<file path="src/rtl/bsq_pkg.sv">
package bsq_pkg;
   // stage order after fetch; index 0 is decode
   typedef enum logic [1:0] {
      STG_DEC = 2'd0,
      STG_EXE = 2'd1,
      STG_MEM = 2'd2,
      STG_WB  = 2'd3
   } stage_e;

   localparam int unsigned NUM_STAGES   = 4;
   // slots behind a branch that is resolved in the memory stage
   localparam int unsigned SQUASH_DEPTH = 3;
endpackage

</file>
<file path="src/rtl/bsq_fetch.sv">
module bsq_fetch #(
   parameter int unsigned    AW        = 32,
   parameter logic [AW-1:0]  RESET_VEC = '0
) (
   input  logic          clk,
   input  logic          rst_n,
   input  logic          redirect,
   input  logic [AW-1:0] target,
   output logic [AW-1:0] pc
);
   localparam logic [AW-1:0] STEP = AW'(4);

   if (RESET_VEC[1:0] != 2'b00) begin : g_bad_vec
      $error("RESET_VEC must be word aligned");
   end

   always_ff @(posedge clk or negedge rst_n) begin
      if (!rst_n)        pc <= RESET_VEC;
      else if (redirect) pc <= target;
      else               pc <= pc + STEP;
   end
endmodule

</file>
<file path="src/rtl/bsq_resolve.sv">
module bsq_resolve #(
   parameter int unsigned      AW      = 32,
   parameter int unsigned      IW      = 32,
   parameter int unsigned      IMM_W   = 16,
   parameter int unsigned      OPC_LSB = 26,
   parameter int unsigned      OPC_W   = 6,
   parameter logic [OPC_W-1:0] BR_OPC  = 6'h04
) (
   input  logic          clk,
   input  logic          rst_n,
   input  logic          x_valid,
   input  logic [IW-1:0] x_instr,
   input  logic [AW-1:0] x_pc,
   input  logic          ex_zero,
   input  logic          kill,
   output logic          m_taken,
   output logic [AW-1:0] m_target
);
   localparam int unsigned EXT_W = AW - IMM_W - 2;

   if (AW <= IMM_W + 2) begin : g_bad_aw
      $error("AW must exceed IMM_W + 2");
   end
   if (OPC_LSB + OPC_W > IW) begin : g_bad_opc
      $error("opcode field outside the instruction word");
   end

   logic          is_br;
   logic [AW-1:0] ofs;
   logic [AW-1:0] tgt;

   assign is_br = x_valid && (x_instr[OPC_LSB +: OPC_W] == BR_OPC);
   assign ofs   = {{EXT_W{x_instr[IMM_W-1]}}, x_instr[IMM_W-1:0], 2'b00};
   assign tgt   = x_pc + AW'(4) + ofs;

   always_ff @(posedge clk or negedge rst_n) begin
      if (!rst_n) begin
         m_taken  <= 1'b0;
         m_target <= '0;
      end else begin
         m_taken  <= is_br && ex_zero && !kill;
         m_target <= tgt;
      end
   end

   // a branch caught in a squashed execute slot must not resolve
   p_killed_branch_r8: assert property (@(posedge clk) disable iff (!rst_n)
      kill |=> !m_taken);
   // an outcome never lasts two cycles, since the slot behind is squashed
   p_single_pulse_r3: assert property (@(posedge clk) disable iff (!rst_n)
      m_taken |=> !m_taken);
endmodule

</file>
<file path="src/rtl/bsq_pipe_regs.sv">
module bsq_pipe_regs #(
   parameter int unsigned AW  = 32,
   parameter int unsigned IW  = 32,
   parameter int unsigned NST = bsq_pkg::NUM_STAGES,
   parameter int unsigned KD  = bsq_pkg::SQUASH_DEPTH
) (
   input  logic                    clk,
   input  logic                    rst_n,
   input  logic                    kill,
   input  logic [IW-1:0]           f_instr,
   input  logic [AW-1:0]           f_pc,
   output logic [NST-1:0]          v_q,
   output logic [NST-1:0][IW-1:0]  i_q,
   output logic [NST-1:0][AW-1:0]  p_q
);
   if (KD >= NST) begin : g_bad_depth
      $error("squash depth must leave the writeback stage untouched");
   end

   for (genvar g = 0; g < NST; g++) begin : g_stage
      logic          src_v;
      logic [IW-1:0] src_i;
      logic [AW-1:0] src_p;
      logic          nxt_v;
      logic          r_v;
      logic [IW-1:0] r_i;
      logic [AW-1:0] r_p;

      if (g == 0) begin : g_from_fetch
         assign src_v = 1'b1;
         assign src_i = f_instr;
         assign src_p = f_pc;
      end else begin : g_from_prev
         assign src_v = v_q[g-1];
         assign src_i = i_q[g-1];
         assign src_p = p_q[g-1];
      end

      if (g < KD) begin : g_squashable
         assign nxt_v = src_v && !kill;
      end else begin : g_kept
         assign nxt_v = src_v;
      end

      always_ff @(posedge clk or negedge rst_n) begin
         if (!rst_n) begin
            r_v <= 1'b0;
            r_i <= '0;
            r_p <= '0;
         end else begin
            r_v <= nxt_v;
            r_i <= nxt_v ? src_i : '0;
            r_p <= src_p;
         end
      end

      assign v_q[g] = r_v;
      assign i_q[g] = r_i;
      assign p_q[g] = r_p;
   end
endmodule

</file>
<file path="src/rtl/bsq_counters.sv">
module bsq_counters #(
   parameter int unsigned CW = 32
) (
   input  logic          clk,
   input  logic          rst_n,
   input  logic          squash,
   input  logic [2:0]    lost,
   output logic [CW-1:0] cycle_cnt,
   output logic [CW-1:0] squash_cnt
);
   logic [CW-1:0] add;
   assign add = squash ? CW'($countones(lost)) : '0;

   always_ff @(posedge clk or negedge rst_n) begin
      if (!rst_n) begin
         cycle_cnt  <= '0;
         squash_cnt <= '0;
      end else begin
         cycle_cnt  <= cycle_cnt + CW'(1);
         squash_cnt <= squash_cnt + add;
      end
   end
endmodule

</file>
<file path="src/rtl/bsq_ctrl.sv">
module bsq_ctrl #(
   parameter int unsigned      AW        = 32,
   parameter int unsigned      IW        = 32,
   parameter int unsigned      IMM_W     = 16,
   parameter int unsigned      OPC_LSB   = 26,
   parameter int unsigned      OPC_W     = 6,
   parameter logic [OPC_W-1:0] BR_OPC    = 6'h04,
   parameter int unsigned      CW        = 32,
   parameter logic [AW-1:0]    RESET_VEC = '0
) (
   input  logic          clk,
   input  logic          rst_n,
   output logic [AW-1:0] imem_addr,
   input  logic [IW-1:0] imem_rdata,
   input  logic          ex_zero,
   output logic          pc_sel,
   output logic [IW-1:0] d_instr,
   output logic [IW-1:0] x_instr,
   output logic [IW-1:0] m_instr,
   output logic [IW-1:0] w_instr,
   output logic [AW-1:0] w_pc,
   output logic          w_valid,
   output logic [CW-1:0] cycle_cnt,
   output logic [CW-1:0] squash_cnt
);
   import bsq_pkg::*;

   localparam int unsigned NST = NUM_STAGES;

   logic [NST-1:0]         v_q;
   logic [NST-1:0][IW-1:0] i_q;
   logic [NST-1:0][AW-1:0] p_q;
   logic [AW-1:0]          m_target;
   logic                   m_taken;

   bsq_fetch #(.AW(AW), .RESET_VEC(RESET_VEC)) u_fetch (
      .clk(clk), .rst_n(rst_n), .redirect(pc_sel),
      .target(m_target), .pc(imem_addr)
   );

   bsq_pipe_regs #(.AW(AW), .IW(IW), .NST(NST), .KD(SQUASH_DEPTH)) u_pipe (
      .clk(clk), .rst_n(rst_n), .kill(pc_sel),
      .f_instr(imem_rdata), .f_pc(imem_addr),
      .v_q(v_q), .i_q(i_q), .p_q(p_q)
   );

   bsq_resolve #(.AW(AW), .IW(IW), .IMM_W(IMM_W), .OPC_LSB(OPC_LSB),
                 .OPC_W(OPC_W), .BR_OPC(BR_OPC)) u_resolve (
      .clk(clk), .rst_n(rst_n),
      .x_valid(v_q[STG_EXE]), .x_instr(i_q[STG_EXE]), .x_pc(p_q[STG_EXE]),
      .ex_zero(ex_zero), .kill(pc_sel),
      .m_taken(m_taken), .m_target(m_target)
   );

   // fetch slot is always live out of reset
   bsq_counters #(.CW(CW)) u_cnt (
      .clk(clk), .rst_n(rst_n), .squash(pc_sel),
      .lost({1'b1, v_q[STG_DEC], v_q[STG_EXE]}),
      .cycle_cnt(cycle_cnt), .squash_cnt(squash_cnt)
   );

   assign pc_sel  = m_taken;
   assign d_instr = i_q[STG_DEC];
   assign x_instr = i_q[STG_EXE];
   assign m_instr = i_q[STG_MEM];
   assign w_instr = i_q[STG_WB];
   assign w_pc    = p_q[STG_WB];
   assign w_valid = v_q[STG_WB];

   p_sel_in_mem_r3: assert property (@(posedge clk) disable iff (!rst_n)
      pc_sel |-> v_q[STG_MEM]);
   p_seq_fetch_r2: assert property (@(posedge clk) disable iff (!rst_n)
      !pc_sel |=> imem_addr == $past(imem_addr) + AW'(4));
   p_redirect_r4: assert property (@(posedge clk) disable iff (!rst_n)
      pc_sel |=> imem_addr == $past(m_target));
   p_squash_three_r5: assert property (@(posedge clk) disable iff (!rst_n)
      pc_sel |=> !v_q[STG_DEC] && !v_q[STG_EXE] && !v_q[STG_MEM]);
   p_target_runs_r6: assert property (@(posedge clk) disable iff (!rst_n)
      $past(pc_sel) |=> v_q[STG_DEC]);
   p_squash_count_r9: assert property (@(posedge clk) disable iff (!rst_n)
      pc_sel |=> squash_cnt == $past(squash_cnt) + CW'(3));
   p_empty_is_nop_r10: assert property (@(posedge clk) disable iff (!rst_n)
      !w_valid |-> w_instr == '0);
endmodule

</file>
<file path="config.mk">
export PLATFORM = sky130hd
export DESIGN_NAME = bsq_ctrl
export DESIGN_NICKNAME = d
export VERILOG_FILES = /design/src/rtl/bsq_pkg.sv /design/src/rtl/bsq_fetch.sv /design/src/rtl/bsq_resolve.sv /design/src/rtl/bsq_pipe_regs.sv /design/src/rtl/bsq_counters.sv /design/src/rtl/bsq_ctrl.sv
export SDC_FILE = /design/constraint.sdc
export NUM_CORES = 1
export LEC_CHECK = 0
export BUFFER_PORTS_ARGS = -buffer_cell sky130_fd_sc_hd__buf_2
export CAP_MARGIN = 10
export CORE_ASPECT_RATIO = 1.5
export CORE_MARGIN = 1
export CORE_UTILIZATION = 45
export CTS_CLUSTER_DIAMETER = 100
export DETAILED_ROUTE_END_ITERATION = 16
export PLACE_DENSITY = 0.67
export SETUP_SLACK_MARGIN = 0.5
export SLEW_MARGIN = 0
export SYNTH_ARGS = -nofsm -noshare
export SYNTH_HDL_FRONTEND = slang
export SYNTH_SLANG_ARGS = --single-unit
</file>
<file path="constraint.sdc">
create_clock -name clk -period 5.6 [get_ports clk]
set_input_delay 1.12 -clock clk [delete_from_list [all_inputs] [get_ports clk]]
set_output_delay 1.12 -clock clk [all_outputs]
set_load 0.02 [all_outputs]
</file>
== Yosys cells after proc, flatten, opt, wreduce, memory -nomap -nowiden ==
Cells that the tools add are included.

* Register bits: 389
* Memory bits (writable): 0
* Bits in read-only memories: 0
* Latch bits: 0
* Input bits: 35
* Logic and storage cells: 37
* Memories: 0

* Shift operators: 0
* Add/subtract/negate cells: 7
* Muxes and demuxes: 6
* Equality and inequality tests: 1
* $lt $le $gt $ge: 0
* Multipliers: 0
* Divide/modulo/power cells: 0
* Bitwise logic cells: 0
* Reductions and logical operators: 6

{| class="wikitable"
|+ Operators with widths
! cell !! count
|-
| $mux W32 || 6
|-
| $add A32 B1 Y32 const B || 2
|-
| $add A32 B3 Y32 const B || 2
|-
| $add A32 B32 Y32 || 2
|-
| $eq A6 B3 Y1 const B || 1
|-
| $logic_and A1 B1 Y1 || 5
|-
| $add A1 B1 Y2 || 1
|-
| $logic_not A1 Y1 || 1
|}

== Longest topological paths before layout ==
Gate-level depths: netlist of run 1.

* Depth after elaboration: 4
* Mapped depth: 14

== Modules after synthesis ==
A second synthesis of run 1 with hierarchy kept.

* Cells, all modules: 1152
* Area total of the unflattened synthesis: 15257.1 um^2

{| class="wikitable"
|+ Modules (own cells, without submodules)
! module !! instances !! cells each !! area an instance (um^2)
|-
| bsq_pipe_regs || 1 || 414 || 7609.8
|-
| bsq_resolve || 1 || 290 || 2931.6
|-
| bsq_counters || 1 || 252 || 2897.8
|-
| bsq_fetch || 1 || 195 || 1814.2
|-
| bsq_ctrl || 1 || 1 || 3.8
|}

== Worst setup path before layout of run 1 ==
Ideal clock, no wire load.

* Path type: reg-to-reg
* Start point: register u_resolve.m_taken
* End point: register u_cnt.squash_cnt[24]
* Buffers on the path: 3
* Slack: 2.755 ns
* Data arrival time: 2.715 ns
* Setup time: 0.129 ns
* Stages on the path, launching flop included: 15
* Period minus slack after synthesis: 2.845 ns
* Data required time: 5.471 ns
* Cells stage by stage: dfrtp_1 clkbuf_1 inv_1 clkbuf_1 clkbuf_1 nor2_1 ha_1 inv_1 fa_1 inv_1 a21o_1 nor3b_2 and2_1 nand3_1 xnor2_1

* Cells in the longest elaborated chain, start to end: 2

{| class="wikitable"
|+ RTL lines
! what !! RTL line !! RTL
|-
| from (decl) || bsq_resolve.sv:16 || <nowiki>output logic m_taken,</nowiki>
|-
| from (signal assigned) || bsq_resolve.sv:41 || <nowiki>m_taken <= is_br && ex_zero && !kill;</nowiki>
|-
| $mux W32 || bsq_counters.sv:12 || <nowiki>assign add = squash ? CW'($countones(lost)) : '0;</nowiki>
|-
| $add A32 B32 Y32 || bsq_counters.sv:20 || <nowiki>squash_cnt <= squash_cnt + add;</nowiki>
|-
| to (signal assigned) || bsq_counters.sv:20 ||
|-
| to (decl) || bsq_counters.sv:9 || <nowiki>output logic [CW-1:0] squash_cnt</nowiki>
|}

No other way between the ends.

== Worst setup path in the final report of run 1 ==
* Start point: register u_pipe.g_stage[0].r_v
* End point: register u_cnt.squash_cnt[22]

* Cells in the longest elaborated chain, start to end: 4

{| class="wikitable"
|+ RTL lines
! what !! RTL line !! RTL
|-
| from (decl) || bsq_pipe_regs.sv:25 || <nowiki>logic r_v;</nowiki>
|-
| from (signal assigned) || bsq_pipe_regs.sv:51 || <nowiki>r_v <= nxt_v;</nowiki>
|-
| $add A1 B1 Y2 (not written as such) || bsq_counters.sv:12 ||
|-
| $add A32 B1 Y32 (not written as such) || bsq_counters.sv:12 ||
|-
| $mux W32 || bsq_counters.sv:12 ||
|-
| $add A32 B32 Y32 || bsq_counters.sv:20 ||
|}

No other way between the ends.

==> impl_metrics.env, run 1 <==
export IMPL_ys_top_cells_by_area="dfrtp_1, ha_1, xnor2_1"
export IMPL_synth_distinct_cells=61
export IMPL_synth_top_area_share_pct=65.3
export IMPL_status="finished, final reports clean"
export IMPL_antenna_found_initial=0
export IMPL_cts_made_buffers=38
export IMPL_place_congestion=0.865
export IMPL_worst_pin_slew_ps=932
export IMPL_cts_resized=0
export IMPL_fin_ws_ps=2190
export IMPL_yosysSeqAreaShare_pct=65.3
export IMPL_synth_seq_cells=387
export IMPL_synth_fa_ha_area_share_pct=5.67
export IMPL_synth_area_leader_cell="dfrtp_1"
export IMPL_io_pins=293
export IMPL_final_setup_tns_ps=0
export IMPL_dr_pass1_iters=4
export IMPL_routed_wirelength_um=32700
export IMPL_clk_pin_slew_ps=70
export IMPL_hp_class="flip-flop to flip-flop"
export IMPL_dpl_worst_slack_ps=2180
export IMPL_avgSynthCellArea_um2=13.0
export IMPL_hold_viol=0
export IMPL_synthSimpleGateAreaFrac_pct=13.7
export IMPL_num_rows=81
export IMPL_reg2reg_from="u_pipe.g_stage[0].r_v$_DFF_PN0_"
export IMPL_final_cell_mix="dfrtp_1, buf_2, and3_1, xnor2_1, nand2_1"
export IMPL_drcViolationCount=0
export IMPL_cts_tree="built"
export IMPL_synth_edff_count=0
export IMPL_p_per_area_nw_per_um2=416
export IMPL_grt_max_degree=156
export IMPL_grt_total_usage_pct=19.9
export IMPL_diodes=0
export IMPL_synthMuxAreaShare_pct=0.371
export IMPL_grt_setup_unrepaired="false"
export IMPL_power_switching_uw=2190
export IMPL_synth_nets=1238
export IMPL_maxClockFrequency_ghz=0.293
export IMPL_slowest_stage="dfrtp_1"
export IMPL_switching_share_pct=29.7
export IMPL_first_global_vias=9544
export IMPL_worstHoldStart="u_pipe.g_stage[2].r_p[12]$_DFF_PN0_"
export IMPL_criticalPathCategory="flip-flop to flip-flop"
export IMPL_synthArstFlopShare_pct=100
export IMPL_p_comb_share_pct=18.6
export IMPL_static_leakage_power_uw=0.00908
export IMPL_cts_buffer_depth=3
export IMPL_syn_to_final_growth_pct=19.4
export IMPL_drtIter0Drc=366
export IMPL_wire_per_inst_um=17.7
export IMPL_dieArea_um2=33700
export IMPL_path_common_cell="inv_1"
export IMPL_synth_top_family_by_area="simple AND/OR/NAND/NOR gates"
export IMPL_peakVddDrop_v=0.000366
export IMPL_critPathMaxStageDelay_ps=930
export IMPL_syn_area_um2=14800
export IMPL_clkSinkCount=387
export IMPL_grt_pass1_wl_um=51400
export IMPL_die_w_um=150
export IMPL_die_h_um=224
export IMPL_synth_compound_area_share_pct=4.91
export IMPL_cts_setup_buffers=0
export IMPL_drtAntennaViolNets=0
export IMPL_finalSetupViolCount=0
export IMPL_holdBufCountCts=0
export IMPL_nets=1504
export IMPL_synth_cells=1137
export IMPL_setup_worst_path_start="u_pipe.g_stage[0].r_v$_DFF_PN0_"
export IMPL_required_ps=6020
export IMPL_final_common_cell="dfrtp_1"
export IMPL_p_clk_share_pct=33.6
export IMPL_synth_flop_cell="dfrtp_1"
export IMPL_worstSetupEndpointType="flip-flop"
export IMPL_crit_buf_inv=3
export IMPL_slew_violations=0
export IMPL_timing_hold_ws_ps=343
export IMPL_grt_overflow_total=0
export IMPL_cap_violations=0
export IMPL_critPathMaxFanout=34
export IMPL_relSlewSlack_pct=37.8
export IMPL_finalCritPeriodShare_pct=60.8
export IMPL_min_period_ps=3410
export IMPL_dpl_hpwl_um=23300
export IMPL_cp_start_kind="flip-flop"
export IMPL_power_share_sequential_pct=47.8
export IMPL_initial_core_util_pct=45.6
export IMPL_fillCellCount=2789
export IMPL_drive_gt1_share_pct=26.3
export IMPL_htreeDepth=2
export IMPL_yosys_warnings=0
export IMPL_p_int_uw=5170
export IMPL_vias_per_cell=5.09
export IMPL_io_buffers=292
export IMPL_num_vias=9399
export IMPL_clk_latency_ps=540
export IMPL_coreArea_um2=32500
export IMPL_cts_root_buffer="clkbuf_16"
export IMPL_crit_family="flip-flops"
export IMPL_synth_xor_area_share_pct=6.74
export IMPL_crit_chain="inv_1 > ha_1 > nor2_1 > ha_1 > inv_1 > fa_1 > inv_1 > a21o_1 > nor3b_2 > and2_1 > nand3_1 > xnor2_1"
export IMPL_critPathArrivalTime_ps=3830
export IMPL_fin_skew_ps=27.4
[path summary, 6_finish.rpt]
kind	end	slack, ps	cells after the start
min in group asynchronous	u_resolve.m_target[26]$_DFF_PN0_	520	1
min reg2reg	u_pipe.g_stage[3].r_p[12]$_DFF_PN0_	340	0
max	u_cnt.squash_cnt[22]$_DFF_PN0_	2190	12
max reg2reg	u_cnt.squash_cnt[22]$_DFF_PN0_	2190	12
max in group asynchronous	u_pipe.g_stage[0].r_i[7]$_DFF_PN0_	3950	2
min	u_pipe.g_stage[3].r_p[12]$_DFF_PN0_	340	0
[metal layers]
layer | share of wire, % | vias up | track usage (%)
met2 | 49 | 280 | 32.7
met5 | 0 | - | 0
met4 | 4.9 | 0 | 10.3
met3 | 5.2 | 83 | 3.79
met1 | 41 | 4672 | 24.9
li1 | - | 4364 | -
[stage by stage]
step	util (%)	power [uW]	cells	cell area, um^2
after CTS	54.4	7450	1846	17700
final	54.4	7360	1846	17700
after floorplan	-	4480	1137	14800
after global routing	54.4	7720	1846	17700
after global placement	50.7	4900	1778	16500
after detailed placement	50.7	4940	1778	16500
[area by class of cell]
cell class	instances	area [um^2]	area share, %
Clock buffer	50	1080	6.09
Tap cell	415	519	2.93
Multi-Input combinational cell	656	4660	26.3
Sequential cell	387	9690	54.7
Timing Repair Buffer	297	1530	8.67
Inverter	23	86.3	0.488
Clock inverter	18	135	0.764
[cells in the mapped netlist (32+ instances only)]
| cell type | instances |
|---|---|
| clkbuf_1 | 33 |
| and3_1 | 82 |
| nand3_1 | 41 |
| xor2_1 | 42 |
| ha_1 | 64 |
| dfrtp_1 | 387 |
| xnor2_1 | 72 |
| nor2b_1 | 39 |
| and2_1 | 35 |
| nor2_1 | 32 |
| nand2_1 | 71 |
| buf_4 | 32 |
[logic make-up after synthesis]
logic type | count (synthesis)
fa+ha+maj | 66
xor+xnor | 114
mux | 5
simple gates | 359
compound gates | 112
buf+inv | 94
flops | 387
[worst reg2reg max path, stage by stage, from the launching register on]
cell	delay, ps
dfrtp_1	930
inv_1	160
ha_1	340
nor2_1	110
ha_1	180
inv_1	60
fa_1	400
inv_1	70
a21o_1	190
nor3b_2	370
and2_1	240
nand3_1	110
xnor2_1	140
[flip-flops by register name (all words and copies together), names as in the netlist]
register	count
u_pipe.g_stage.r_p	126
u_resolve.m_target	32
u_pipe.g_stage.r_v	4
u_fetch.pc	32
u_pipe.g_stage.r_i	128
u_cnt.squash_cnt	32
u_cnt.cycle_cnt	32
u_resolve.m_taken	1
[power by group through the flow]
stage / Combinational (uW) / Clock (uW) / Sequential (uW)
final: 1370 / 2470 / 3520
after global routing: 1510 / 2640 / 3570
after CTS: 1380 / 2540 / 3530
after detailed placement: 1370 / 0 / 3570
after global placement: 1350 / 0 / 3560
after floorplan: 852 / 0 / 3630
No activity file was read; power rests on OpenSTA's default activity.
==> run 2, diff against run 1 <==
clock period = 3.39 ns   (was 5.6 ns; I/O delays follow)
==> run 2 against run 1 <==
  * Setup slack got worse by 1500 ps
  * Combinational power is 71% higher
  * First-iteration DRC count is 0.82% lower
  * Largest cell class unchanged
  * Largest power group unchanged
  * Design area is 1.0% higher
  * Sequential share of layout area is 0.55 points lower
  * Die area did not move
  * Flip-flop and latch count unchanged
  * Wire length grew 4.2%
  * Critical endpoint is now u_resolve.m_target[30]$_DFF_PN0_
  * Register-to-register slack lost 1500 ps
  * Cell count increased by 0.54%
==> impl_metrics.env, run 2 (synthesis gave the netlist of run 1 again) <==
export IMPL_finalSetupViolCount=0
export IMPL_drive_gt1_share_pct=27.1
export IMPL_dpl_worst_slack_ps=637
export IMPL_cts_made_buffers=37
export IMPL_drcViolationCount=0
export IMPL_p_clk_share_pct=34.4
export IMPL_cp_start_kind="flip-flop"
export IMPL_critPathMaxFanout=11
export IMPL_fin_ws_ps=680
export IMPL_crit_chain="ha_1 > ha_1 > a21o_1 > nor2b_1 > or3_1 > a221oi_1 > a21boi_2 > xnor2_1"
export IMPL_min_period_ps=2710
export IMPL_p_per_area_nw_per_um2=694
export IMPL_clkSinkCount=387
export IMPL_grt_setup_unrepaired="false"
export IMPL_hold_viol=0
export IMPL_criticalPathCategory="flip-flop to flip-flop"
export IMPL_dieArea_um2=33700
export IMPL_slowest_stage="dfrtp_2"
export IMPL_cap_violations=0
export IMPL_drtIter0Drc=363
export IMPL_diodes=0
export IMPL_finalCritPeriodShare_pct=79.9
export IMPL_drtAntennaViolNets=0
export IMPL_relSlewSlack_pct=38.1
export IMPL_final_cell_mix="dfrtp_1, buf_2, and3_1, xnor2_1, nand2_1"
export IMPL_p_comb_share_pct=18.8
export IMPL_path_common_cell="ha_1"
export IMPL_dr_pass1_iters=4
export IMPL_clk_pin_slew_ps=70
export IMPL_regMostFlops="u_pipe.g_stage.r_i"
export IMPL_static_leakage_power_uw=0.00919
export IMPL_top_regs="u_pipe.g_stage.r_i x128, u_pipe.g_stage.r_p x126"
export IMPL_num_rows=81
export IMPL_worst_pin_slew_ps=928
export IMPL_maxClockFrequency_ghz=0.369
export IMPL_grt_total_usage_pct=20.7
export IMPL_timing_hold_ws_ps=170
export IMPL_power_switching_uw=3670
export IMPL_power_share_sequential_pct=46.8
export IMPL_cts_tree="built"
export IMPL_final_setup_tns_ps=0
export IMPL_die_w_um=150
export IMPL_timing_rr_end="u_resolve.m_target[30]$_DFF_PN0_"
export IMPL_p_int_uw=8740
export IMPL_die_h_um=224
export IMPL_antenna_found_initial=0
export IMPL_final_util_pct=55.0
export IMPL_grt_overflow_total=0
export IMPL_clk_latency_ps=540
export IMPL_wire_per_inst_um=18.3
export IMPL_nets=1514
export IMPL_required_ps=3840
export IMPL_grt_pass1_wl_um=53300
export IMPL_slew_violations=0
export IMPL_initial_core_util_pct=45.6
export IMPL_dpl_hpwl_um=24300
export IMPL_io_buffers=292
export IMPL_final_common_cell="dfrtp_1"
export IMPL_largest_reg_flops=128
export IMPL_syn_to_final_growth_pct=20.6
export IMPL_place_congestion=0.857
export IMPL_cts_root_buffer="clkbuf_16"
export IMPL_first_global_vias=9561
export IMPL_vias_per_cell=5.07
export IMPL_r2r_setup_slack_ps=680
export IMPL_fin_skew_ps=20.6
export IMPL_switching_share_pct=29.6
export IMPL_cts_buffer_depth=3
export IMPL_status="finished, final reports clean"
export IMPL_critPathArrivalTime_ps=3160
export IMPL_worstSetupEndpointType="flip-flop"
export IMPL_routed_wirelength_um=34000
export IMPL_reg2reg_from="u_pipe.g_stage[1].r_i[15]$_DFF_PN0_"
export IMPL_num_vias=9410
export IMPL_coreArea_um2=32500
export IMPL_fillCellCount=2763
export IMPL_io_pins=293
export IMPL_grt_max_degree=93
export IMPL_critPathMaxStageDelay_ps=510
export IMPL_peakVddDrop_v=0.000578
export IMPL_htreeDepth=2
export IMPL_ff2ff_path_depth=8
export IMPL_hp_class="input pin to async pin"
run 2: worst max-delay path, delay by kind of cell, from the launching register on:
kind | cells | cell delay, ps
DFF | 1 | 510
and+or+nand+nor | 2 | 550
adders and majority gates | 2 | 710
AOI/OAI and AO/OA | 3 | 730
xor gates and xnor gates | 1 | 120
run 2: how the worst max path moves through the flow:
stage / start / to / cells after the start
after floorplan: u_resolve.m_taken$_DFF_PN0_ / u_cnt.squash_cnt[24]$_DFF_PN0_ / 14
after global placement: u_pipe.g_stage[1].r_i[15]$_DFF_PN0_ / u_resolve.m_target[28]$_DFF_PN0_ / 8
after detailed placement: u_pipe.g_stage[1].r_i[15]$_DFF_PN0_ / u_resolve.m_target[28]$_DFF_PN0_ / 8
after CTS: u_pipe.g_stage[1].r_i[15]$_DFF_PN0_ / u_resolve.m_target[28]$_DFF_PN0_ / 8
after global routing: u_pipe.g_stage[1].r_i[7]$_DFF_PN0_ / u_resolve.m_target[28]$_DFF_PN0_ / 8
final: u_pipe.g_stage[1].r_i[15]$_DFF_PN0_ / u_resolve.m_target[30]$_DFF_PN0_ / 8
run 2: area by class of cell:
cell class	instances	area, um^2	area share, %
Clock inverter	19	216	1.21
Sequential cell	387	9690	54.2
Clock buffer	48	1050	5.86
Timing Repair Buffer	308	1650	9.25
Tap cell	415	519	2.90
Inverter	23	86.3	0.483
Multi-Input combinational cell	656	4670	26.1
run 2: repair_timing:
| action | in CTS | in global routing |
|---|---|---|
| setup endpoints to repair | 0 | 9 |
| gates resized for setup | 0 | 4 |
| hold buffers | 0 | 0 |
| setup buffers | 0 | 2 |
run 2: layer usage:
metal	global-route usage, %	part of all wire [%]	routed length (um)
met3	4.02	5.1	1720
met1	25.4	41	13800
met5	0	0	0
met2	35.7	51	17300
met4	8.47	3.6	1230
run 2: metrics by stage:
stage / instance area (um^2) / std cells / total power, uW
after global routing: 17900 / 1856 / 13000
after global placement: 16600 / 1787 / 8150
after detailed placement: 16600 / 1787 / 8200
after floorplan: 14800 / 1137 / 7400
after CTS: 17900 / 1854 / 12500
final: 17900 / 1856 / 12400
run 2: power groups by stage:
| stage | registers, uW | logic, uW | clock network (uW) |
|---|---|---|---|
| 3_5_place_dp | 5880 | 2320 | 0 |
| 2_1_floorplan | 5990 | 1410 | 0 |
| 5_1_grt | 5890 | 2570 | 4560 |
| 6_report | 5800 | 2340 | 4260 |
| 4_1_cts | 5810 | 2350 | 4380 |
| 3_3_place_gp | 5870 | 2280 | 0 |
